<file path="src/rtl/bfifo_pkg.sv">
package bfifo_pkg;
  // handshake state of the output stage
  typedef enum logic {
    OS_IDLE  = 1'b0,
    OS_TAKEN = 1'b1
  } ostage_e;
endpackage

</file>
<file path="src/rtl/bfifo_strobe.sv">
// Samples a level strobe and flags its rising edge.
module bfifo_strobe (
  input  logic clk,
  input  logic rst_n,
  input  logic lvl,
  output logic rise
);
  logic lvl_q;

  always_ff @(posedge clk or negedge rst_n) begin
    if (!rst_n) lvl_q <= 1'b0;
    else        lvl_q <= lvl;
  end

  assign rise = lvl & ~lvl_q;
endmodule

</file>
<file path="src/rtl/bfifo_cell.sv">
// One storage cell of the fall-through chain.
module bfifo_cell #(
  parameter int WIDTH = 4
) (
  input  logic             clk,
  input  logic             rst_n,
  input  logic             load,
  input  logic             drain,
  input  logic [WIDTH-1:0] d_in,
  output logic             vld,
  output logic [WIDTH-1:0] q
);
  always_ff @(posedge clk or negedge rst_n) begin
    if (!rst_n) begin
      vld <= 1'b0;
      q   <= '0;
    end else begin
      vld <= (vld & ~drain) | load;
      if (load) q <= d_in;
    end
  end


  no_overwrite_chk: assert property (@(posedge clk) disable iff (!rst_n)
    load |-> (!vld || drain));
endmodule

</file>
<file path="src/rtl/bfifo_out_ctl.sv">
// Two-phase handshake of the output stage.
module bfifo_out_ctl
  import bfifo_pkg::*;
(
  input  logic clk,
  input  logic rst_n,
  input  logic so_lvl,
  input  logic so_rise,
  input  logic stage_vld,
  output logic out_rdy,
  output logic leave
);
  ostage_e state_q, state_d;

  always_comb begin
    state_d = state_q;
    case (state_q)
      OS_IDLE:  if (so_rise && stage_vld) state_d = OS_TAKEN;
      OS_TAKEN: if (!so_lvl)              state_d = OS_IDLE;
      default:                            state_d = OS_IDLE;
    endcase
  end

  always_ff @(posedge clk or negedge rst_n) begin
    if (!rst_n) state_q <= OS_IDLE;
    else        state_q <= state_d;
  end

  assign out_rdy = stage_vld & (state_q == OS_IDLE);
  assign leave   = (state_q == OS_TAKEN) & ~so_lvl;


  taken_hold_chk: assert property (@(posedge clk) disable iff (!rst_n)
    (state_q == OS_TAKEN && so_lvl) |=> !out_rdy);
endmodule

</file>
<file path="src/rtl/bubble_fifo.sv">
module bubble_fifo #(
  parameter int DEPTH = 64,
  parameter int WIDTH = 4
) (
  input  logic             clk,
  input  logic             rst_n,
  input  logic             shift_in,
  input  logic [WIDTH-1:0] din,
  output logic             in_rdy,
  input  logic             shift_out,
  output logic             out_rdy,
  output logic [WIDTH-1:0] dout
);
  localparam int LAST = DEPTH - 1;

  logic [DEPTH-1:0] vld;
  logic [DEPTH-1:0] load;
  logic [DEPTH-1:0] drain;
  logic [WIDTH-1:0] cdat [DEPTH];

  logic si_rise, so_rise, leave, capture, in_hold_q;

  bfifo_strobe u_si (.clk(clk), .rst_n(rst_n), .lvl(shift_in),  .rise(si_rise));
  bfifo_strobe u_so (.clk(clk), .rst_n(rst_n), .lvl(shift_out), .rise(so_rise));

  assign capture = si_rise & ~vld[0];
  assign in_rdy  = ~vld[0];

  // the first cell keeps a freshly captured word while its strobe is held
  always_ff @(posedge clk or negedge rst_n) begin
    if (!rst_n)        in_hold_q <= 1'b0;
    else if (capture)  in_hold_q <= 1'b1;
    else if (!shift_in) in_hold_q <= 1'b0;
  end

  for (genvar i = 0; i < DEPTH; i++) begin : g_cell
    logic [WIDTH-1:0] src;
    if (i == 0) begin : g_head
      assign load[i] = capture;
      assign src     = din;
    end else begin : g_body
      assign load[i] = drain[i-1];
      assign src     = cdat[i-1];
    end

    if (i == LAST) begin : g_tail
      assign drain[i] = leave;
    end else if (i == 0) begin : g_first
      assign drain[i] = vld[i] & ~(in_hold_q & shift_in) & (~vld[i+1] | drain[i+1]);
    end else begin : g_mid
      assign drain[i] = vld[i] & (~vld[i+1] | drain[i+1]);
    end

    bfifo_cell #(.WIDTH(WIDTH)) u_cell (
      .clk(clk), .rst_n(rst_n), .load(load[i]), .drain(drain[i]),
      .d_in(src), .vld(vld[i]), .q(cdat[i])
    );
  end

  bfifo_out_ctl u_octl (
    .clk(clk), .rst_n(rst_n), .so_lvl(shift_out), .so_rise(so_rise),
    .stage_vld(vld[LAST]), .out_rdy(out_rdy), .leave(leave)
  );

  assign dout = cdat[LAST];


  capture_drop_chk: assert property (@(posedge clk) disable iff (!rst_n)
    (si_rise && in_rdy) |=> !in_rdy);


  in_hold_chk: assert property (@(posedge clk) disable iff (!rst_n)
    (in_hold_q && shift_in) |=> !in_rdy);


  take_drop_chk: assert property (@(posedge clk) disable iff (!rst_n)
    (so_rise && out_rdy) |=> (!out_rdy && $stable(dout)));


  idle_dout_chk: assert property (@(posedge clk) disable iff (!rst_n)
    !out_rdy |=> (out_rdy || $stable(dout)));
endmodule

</file>
<file path="config.mk">
export PLATFORM = sky130hd
export DESIGN_NAME = bubble_fifo
export DESIGN_NICKNAME = d
export VERILOG_FILES = /design/src/rtl/bfifo_pkg.sv /design/src/rtl/bfifo_strobe.sv /design/src/rtl/bfifo_cell.sv /design/src/rtl/bfifo_out_ctl.sv /design/src/rtl/bubble_fifo.sv
export SDC_FILE = /design/constraint.sdc
export NUM_CORES = 1
export LEC_CHECK = 0
export BUFFER_PORTS_ARGS = -buffer_cell sky130_fd_sc_hd__buf_2
export CAP_MARGIN = 30
export CORE_MARGIN = 2
export CORE_UTILIZATION = 59
export CTS_BUF_LIST = sky130_fd_sc_hd__clkbuf_8
export DETAILED_ROUTE_END_ITERATION = 10
export PLACE_DENSITY_LB_ADDON = 0.15
export SLEW_MARGIN = 20
export SYNTH_ARGS = -nofsm -noshare
export SYNTH_HDL_FRONTEND = slang
export SYNTH_SLANG_ARGS = --single-unit
</file>
<file path="constraint.sdc">
create_clock -name clk -period 2.11 [get_ports clk]
set_input_delay 0.422 -clock clk [delete_from_list [all_inputs] [get_ports clk]]
set_output_delay 0.422 -clock clk [all_outputs]
set_load 0.03 [all_outputs]
</file>
==> results of run 1 <==
[worst max-delay path, delay by kind of cell, from the launching register on]
kind	cells	cell delay [ns]
AO/OA/AOI/OAI	1	0.21
buffers and inverters	4	0.67
AND/OR/NAND/NOR	3	0.54
multiplexers	1	0.34
flip-flops	1	0.36
[cell type report]
cell class                 count  area share [%]
inverter                      11          0.2465
clock buffer                  64           5.258
timing repair buffer         180           10.01
multi-input combinational    519           32.65
tap                          280           2.091
clock inverter                22           1.352
sequential                   324           48.40
[sequential cells by signal (all words and copies together), names as in the netlist]
signal and count:
u_so.lvl_q 1, g_cell.u_cell.vld 64, u_si.lvl_q 1, in_hold_q 1, g_cell.u_cell.q 256, u_octl.state_q 1
[power by group through the flow]
stage	Clock, µW	Combinational (µW)	Sequential (µW)
5_1_grt	6140	6100	8750
4_1_cts	5840	5170	8530
3_3_place_gp	0	4250	8490
3_5_place_dp	0	4520	8590
2_1_floorplan	0	2980	8350
6_report	5750	5730	8630
[worst max path at each step]
stage	start	endpoint	slack, ns
after floorplan	g_cell[43].u_cell.vld	g_cell[2].u_cell.q[0]	-0.1
after global placement	shift_out	g_cell[36].u_cell.q[2]	-0.20
after detailed placement	shift_out	g_cell[7].u_cell.q[1]	-0.25
after CTS	g_cell[38].u_cell.vld	g_cell[9].u_cell.q[0]	-0.10
after global routing	g_cell[41].u_cell.vld	g_cell[23].u_cell.q[2]	-0.22
final	g_cell[57].u_cell.vld	g_cell[27].u_cell.q[0]	-0.14
[cells in the mapped netlist, drive strengths merged (11+ instances only)]
master,n
mux2,252
o21bai,19
nor2,14
dfrtp,324
nand2,52
nand2b,14
o41ai,11
nand3,30
o21ai,22
inv,11
o31ai,20
nand4,15
[timing repair]
item / in CTS / in global routing
setup endpoints to repair: 174 / 184
hold buffers: 3 / 0
pin swaps: 20 / 19
buffers inserted: 21 / 13
cloned: 2 / 2
resized for setup: 77 / 97
hold endpoints to repair: 67 / 0
[routing by layer]
layer  share of wire [%]  routed length (µm)
met1                  41               11910
met2                  53               15280
met3                 3.5                1010
met4                 2.7                 771
met5                   0                   0
[logic make-up after synthesis]
kind of cell	synth area share (%)
muxes	22.05
DFF	63.00
and+or+nand+nor	6.465
buffers and inverters	0.7972
AOI/OAI and AO/OA	7.690
[placed cells by master, fill, tap and decap left out, types with 5 or more instances in the layout]
master,netlist,final
dfrtp_1,324,324
mux2_2,238,170
buf_4,1,124
mux2_4,0,82
clkbuf_8,0,64
nand2_1,52,43
buf_6,0,20
o21bai_1,19,19
inv_1,11,18
nand3_1,29,18
o31ai_4,0,15
buf_12,0,14
nand4_1,13,13
nand2b_1,14,13
o21ai_1,9,12
buf_2,4,12
a21o_1,10,10
clkinv_2,0,10
a31o_2,9,9
o41ai_4,3,9
nand3_2,0,8
nand2_2,0,8
nor2_1,13,7
and3_1,5,5
or2_2,5,5
a31oi_1,5,5
bufinv_16,0,5
[stage by stage]
step	std cells	cell area [µm²]
after floorplan	868	13130
after global placement	1274	14560
after detailed placement	1274	14560
after CTS	1386	16240
after global routing	1400	16750
final	1400	16750
==> impl_metrics.ini, run 1 <==
[layout]
register_area_mm2 = 0.008108
nets = 1095
antenna_cells = 0
area_growth_pct = 30.17
drive_gt1_share_pct = 53.66
utilization_pct = 77.48
fillCellCount = 1209
multi_input_area_mm2 = 0.005469

[clocking]
clock-root-buffer = clkbuf_8
insertion_delay_ns = 0.60
cts_tree = yes
cts_buffers = 51
cts_max_level = 2
cts_buffer_depth = 3
numClockSinks = 324
path_clk_slew_ns = 0.07

[global_route]
grt_util_met3_pct = 3.892
grt_pass1_wl_um = 44300
grt_start_max_net_pins = 73
met2_usage_pct = 43.74
gr-total-overflow = 0
grt_pass1_vias = 8738
grt_use_met1_pct = 31.02
grt.busiest_layer = met2
grtUsageTotal_pct = 24.65
antenna_found_initial = 0

[floorplan]
ios = 14
dieHeight_um = 151.7
core_mm2 = 0.02162
die-width_um = 151.7
start_util_pct = 59.53
die_area_mm2 = 0.02301
placementRows = 54

[critical_path]
r2r_cells = 9
critPathLaunchType = register
path_max_fanout = 4
worstPathRequired_ns = 2.56
crit_chain = nand4_1 > buf_4 > nor4_4 > buf_4 > buf_6 > nand4_1 > o21ai_4 > buf_6 > mux2_2
regToRegEndpoint = g_cell[27].u_cell.q[0]
critPathCaptureType = register
criticalPathCategory = reg2reg
cpMaxStageDelayCell = dfrtp_1
r2r_slack_ns = -0.14
arrival_ns = 2.71
slowest_delay_ns = 0.36
regToRegStartpoint = g_cell[57].u_cell.vld

[pwr]
internal_power_uw = 14270
p_switching_uw = 5827
switching_share_pct = 28.99
seqPwrFrac_pct = 42.9
pwr-share-comb_pct = 28.5
cellPowerDensity_mw_per_mm2 = 1200
finalPower_uw = 20100
clkPwrFrac_pct = 28.6
peakVddDrop_mv = 0.9029
p_leak_uw = 0.008247

[synth]
async_flop_share_pct = 100.0
synth_cell_types = 45
yosys.area.top_type = dfrtp_1
syn-num-nets = 876
synth_seq_cells = 324
synth_seq_area_share_pct = 63.00
synth_edf_count = 0
syn_avg_cell_area_um2 = 14.83
synth_top_cell_area_share_pct = 63.00
yosys_warnings = 0
synth_top_flop_cell = dfrtp_1
syn_area_mm2 = 0.01287
synth_cells = 868
synth.area.top_cells = dfrtp_1, mux2_2, nand2_1

[sta]
finalSetupTns_ns = -6.205
skew_ns = 0.05803
hold_viol_final = 0
holdWs_ns = 0.07655
slew_headroom_pct = 58.40
max_freq_mhz = 443.7
postLayoutSetupSlackWorst_ns = -0.1436
final_max_slew_viol_count = 0
rsz0062_at_grt = yes
setup_viol = 115
fin_crit_ns = 2.254
post-route-period-util_pct = 106.8
worst_pin_slew_ns = 0.6240

[worst_hold_path]
hold_end = g_cell[0].u_cell.q[0]
holdPathStages = 2
min_from = din[0]
hold_class = in2reg

[place]
dp_hpwl_um = 17700
gp_congestion = 0.8706
io_buffers = 13
pre_cts_slack_ns = -0.2482

[routing]
final_antenna_net_count = 0
num_vias = 8095
avgViaCountPerCell = 5.782
drtIter0Drc = 409
drc = 0
postRouteWirelength_um = 28970
drt-wirelength-per-cell_um = 20.69
drt_pass1_iterations = 5

[flow_run]
maxCapViolCount = 0

[run_status]
outcome = finished, violations left
violations = setup timing
Power figures use the tool's default switching activity.
==> inputs of run 2 (changes only) <==
--- a/config.mk
+++ b/config.mk
@@ -11,6 +11,7 @@
 export CORE_UTILIZATION = 59
 export CTS_BUF_LIST = sky130_fd_sc_hd__clkbuf_8
 export DETAILED_ROUTE_END_ITERATION = 10
+export GPL_TIMING_DRIVEN = 0
 export PLACE_DENSITY_LB_ADDON = 0.15
 export SLEW_MARGIN = 20
 export SYNTH_ARGS = -nofsm -noshare
==> impl_metrics.ini, run 2 (synthesis gave the netlist of run 1 again) <==
[run_status]
outcome = finished, violations left
violations = setup timing

[layout]
nets = 1076
fillCellCount = 1074
antenna_cells = 0
area_growth_pct = 34.09
reg_top3 = g_cell.u_cell.q: 256 flops, g_cell.u_cell.vld: 64 flops
final_common_cell = dfrtp_1
largest_register_ffs = 256
regMostFlops = g_cell.u_cell.q
drive_gt1_share_pct = 55.16
final_cell_mix = dfrtp_1, mux2_4, mux2_2, buf_4, clkbuf_8

[global_route]
gr-total-overflow = 0
grt_pass1_vias = 8476
grt_util_met3_pct = 4.491
grt_use_met1_pct = 29.38
antenna_found_initial = 0
grtUsageTotal_pct = 23.56
grt.busiest_layer = met2
grt_start_max_net_pins = 111
grt_pass1_wl_um = 42740
met2_usage_pct = 41.08

[floorplan]
start_util_pct = 59.53
die-width_um = 151.7
placementRows = 54
core_mm2 = 0.02162
ios = 14
die_area_mm2 = 0.02301
dieHeight_um = 151.7

[critical_path]
slowest_delay_ns = 0.36
crit_chain = nand4_1 > buf_6 > nor2_4 > buf_12 > nand4_1 > buf_6 > buf_12 > o41ai_4 > buf_4 > mux2_4
path_max_fanout = 7
worstPathRequired_ns = 2.54
criticalPathCategory = reg2reg
cpMaxStageDelayCell = dfrtp_1
critPathCaptureType = register
arrival_ns = 2.80
critPathLaunchType = register

[place]
pre_cts_slack_ns = -0.6132
dp_hpwl_um = 15890
io_buffers = 13
gp_congestion = 0.8040

[clocking]
cts_buffers = 52
path_clk_slew_ns = 0.06
insertion_delay_ns = 0.57
cts_buffer_depth = 3
cts_max_level = 2
numClockSinks = 324
clock-root-buffer = clkbuf_8
cts_tree = yes

[sta]
slew_headroom_pct = 44.34
skew_ns = 0.02500
max_freq_mhz = 423.0
setup_viol = 155
holdWs_ns = 0.09401
final_max_slew_viol_count = 0
hold_viol_final = 0
fin_crit_ns = 2.364
post-route-period-util_pct = 112.0
worst_pin_slew_ns = 0.8274
postLayoutSetupSlackWorst_ns = -0.2541
rsz0062_at_grt = yes

[routing]
final_antenna_net_count = 0
postRouteWirelength_um = 30250
drt_pass1_iterations = 5
num_vias = 8184
avgViaCountPerCell = 5.913
drtIter0Drc = 501
drt-wirelength-per-cell_um = 21.86
drc = 0

[pwr]
cellPowerDensity_mw_per_mm2 = 1176
peakVddDrop_mv = 1.059
p_leak_uw = 0.008475

[worst_hold_path]
hold_class = in2reg

[flow_run]
maxCapViolCount = 0
run 2: repair_timing:
| action | CTS | global route |
|---|---|---|
| gates resized for setup | 170 | 181 |
| endpoints found under the hold margin | 34 | 0 |
| cloned | 2 | 2 |
| pin swaps | 41 | 59 |
| hold buffers | 3 | 0 |
| setup buffers | 69 | 60 |
| endpoints found under the setup margin | 264 | 231 |
run 2: worst max-delay path: cells and delay by family (launching register included):
| kind | cells | cell delay [ns] |
|---|---|---|
| multiplexers | 1 | 0.31 |
| flip-flops | 1 | 0.36 |
| buffers and inverters | 5 | 0.80 |
| AND/OR/NAND/NOR | 3 | 0.40 |
| AO/OA/AOI/OAI | 1 | 0.35 |
run 2: path summary, 6_finish.rpt:
kind / start / depth (start not counted) / endpoint / slack (ns)
max: g_cell[56].u_cell.vld / 10 / g_cell[15].u_cell.q[1] / -0.25
min in group asynchronous: rst_n / 2 / g_cell[62].u_cell.q[2] / 0.32
min reg2reg: g_cell[6].u_cell.q[1] / 1 / g_cell[7].u_cell.q[1] / 0.49
max reg2reg: g_cell[56].u_cell.vld / 10 / g_cell[15].u_cell.q[1] / -0.25
max in group asynchronous: rst_n / 4 / g_cell[16].u_cell.vld / 0.55
min: din[2] / 2 / g_cell[0].u_cell.q[2] / 0.09
run 2: final cells by class:
| type | instances | area [µm²] | share of cell area, % |
|---|---|---|---|
| repair buffers | 149 | 1484 | 8.599 |
| plain buffers | 11 | 186.4 | 1.080 |
| well taps | 280 | 350.3 | 2.030 |
| clock inverters | 23 | 167.7 | 0.9715 |
| flip-flops and latches | 324 | 8134 | 47.13 |
| multi-input cells | 519 | 5972 | 34.60 |
| inverters | 11 | 41.29 | 0.2393 |
| clock buffers | 67 | 922.1 | 5.343 |
run 2: per-layer routing:
layer | share of wire (%) | routed length, µm
met1 | 40 | 12050
met4 | 3.5 | 1058
met3 | 4.6 | 1398
met5 | 0 | 0
met2 | 52 | 15740
run 2: report_power, final:
part / switching [µW] / internal (µW)
Clock: 2410 / 3190
Combinational: 2320 / 3460
Sequential: 1330 / 7590
run 2: stage by stage:
stage / power [µW] / instance area [µm²] / util (%) / cells / TNS [ns]
final: 20290 / 17260 / 79.82 / 1384 / -18.08
after global placement: 12060 / 13550 / 62.66 / 1161 / -1668.03
after global routing: 21170 / 17260 / 79.82 / 1384 / -28.07
after floorplan: 11330 / 13130 / - / 868 / -3.064
after detailed placement: 12370 / 13640 / 63.08 / 1164 / -98.85
after CTS: 19080 / 16100 / 74.46 / 1327 / -10.32
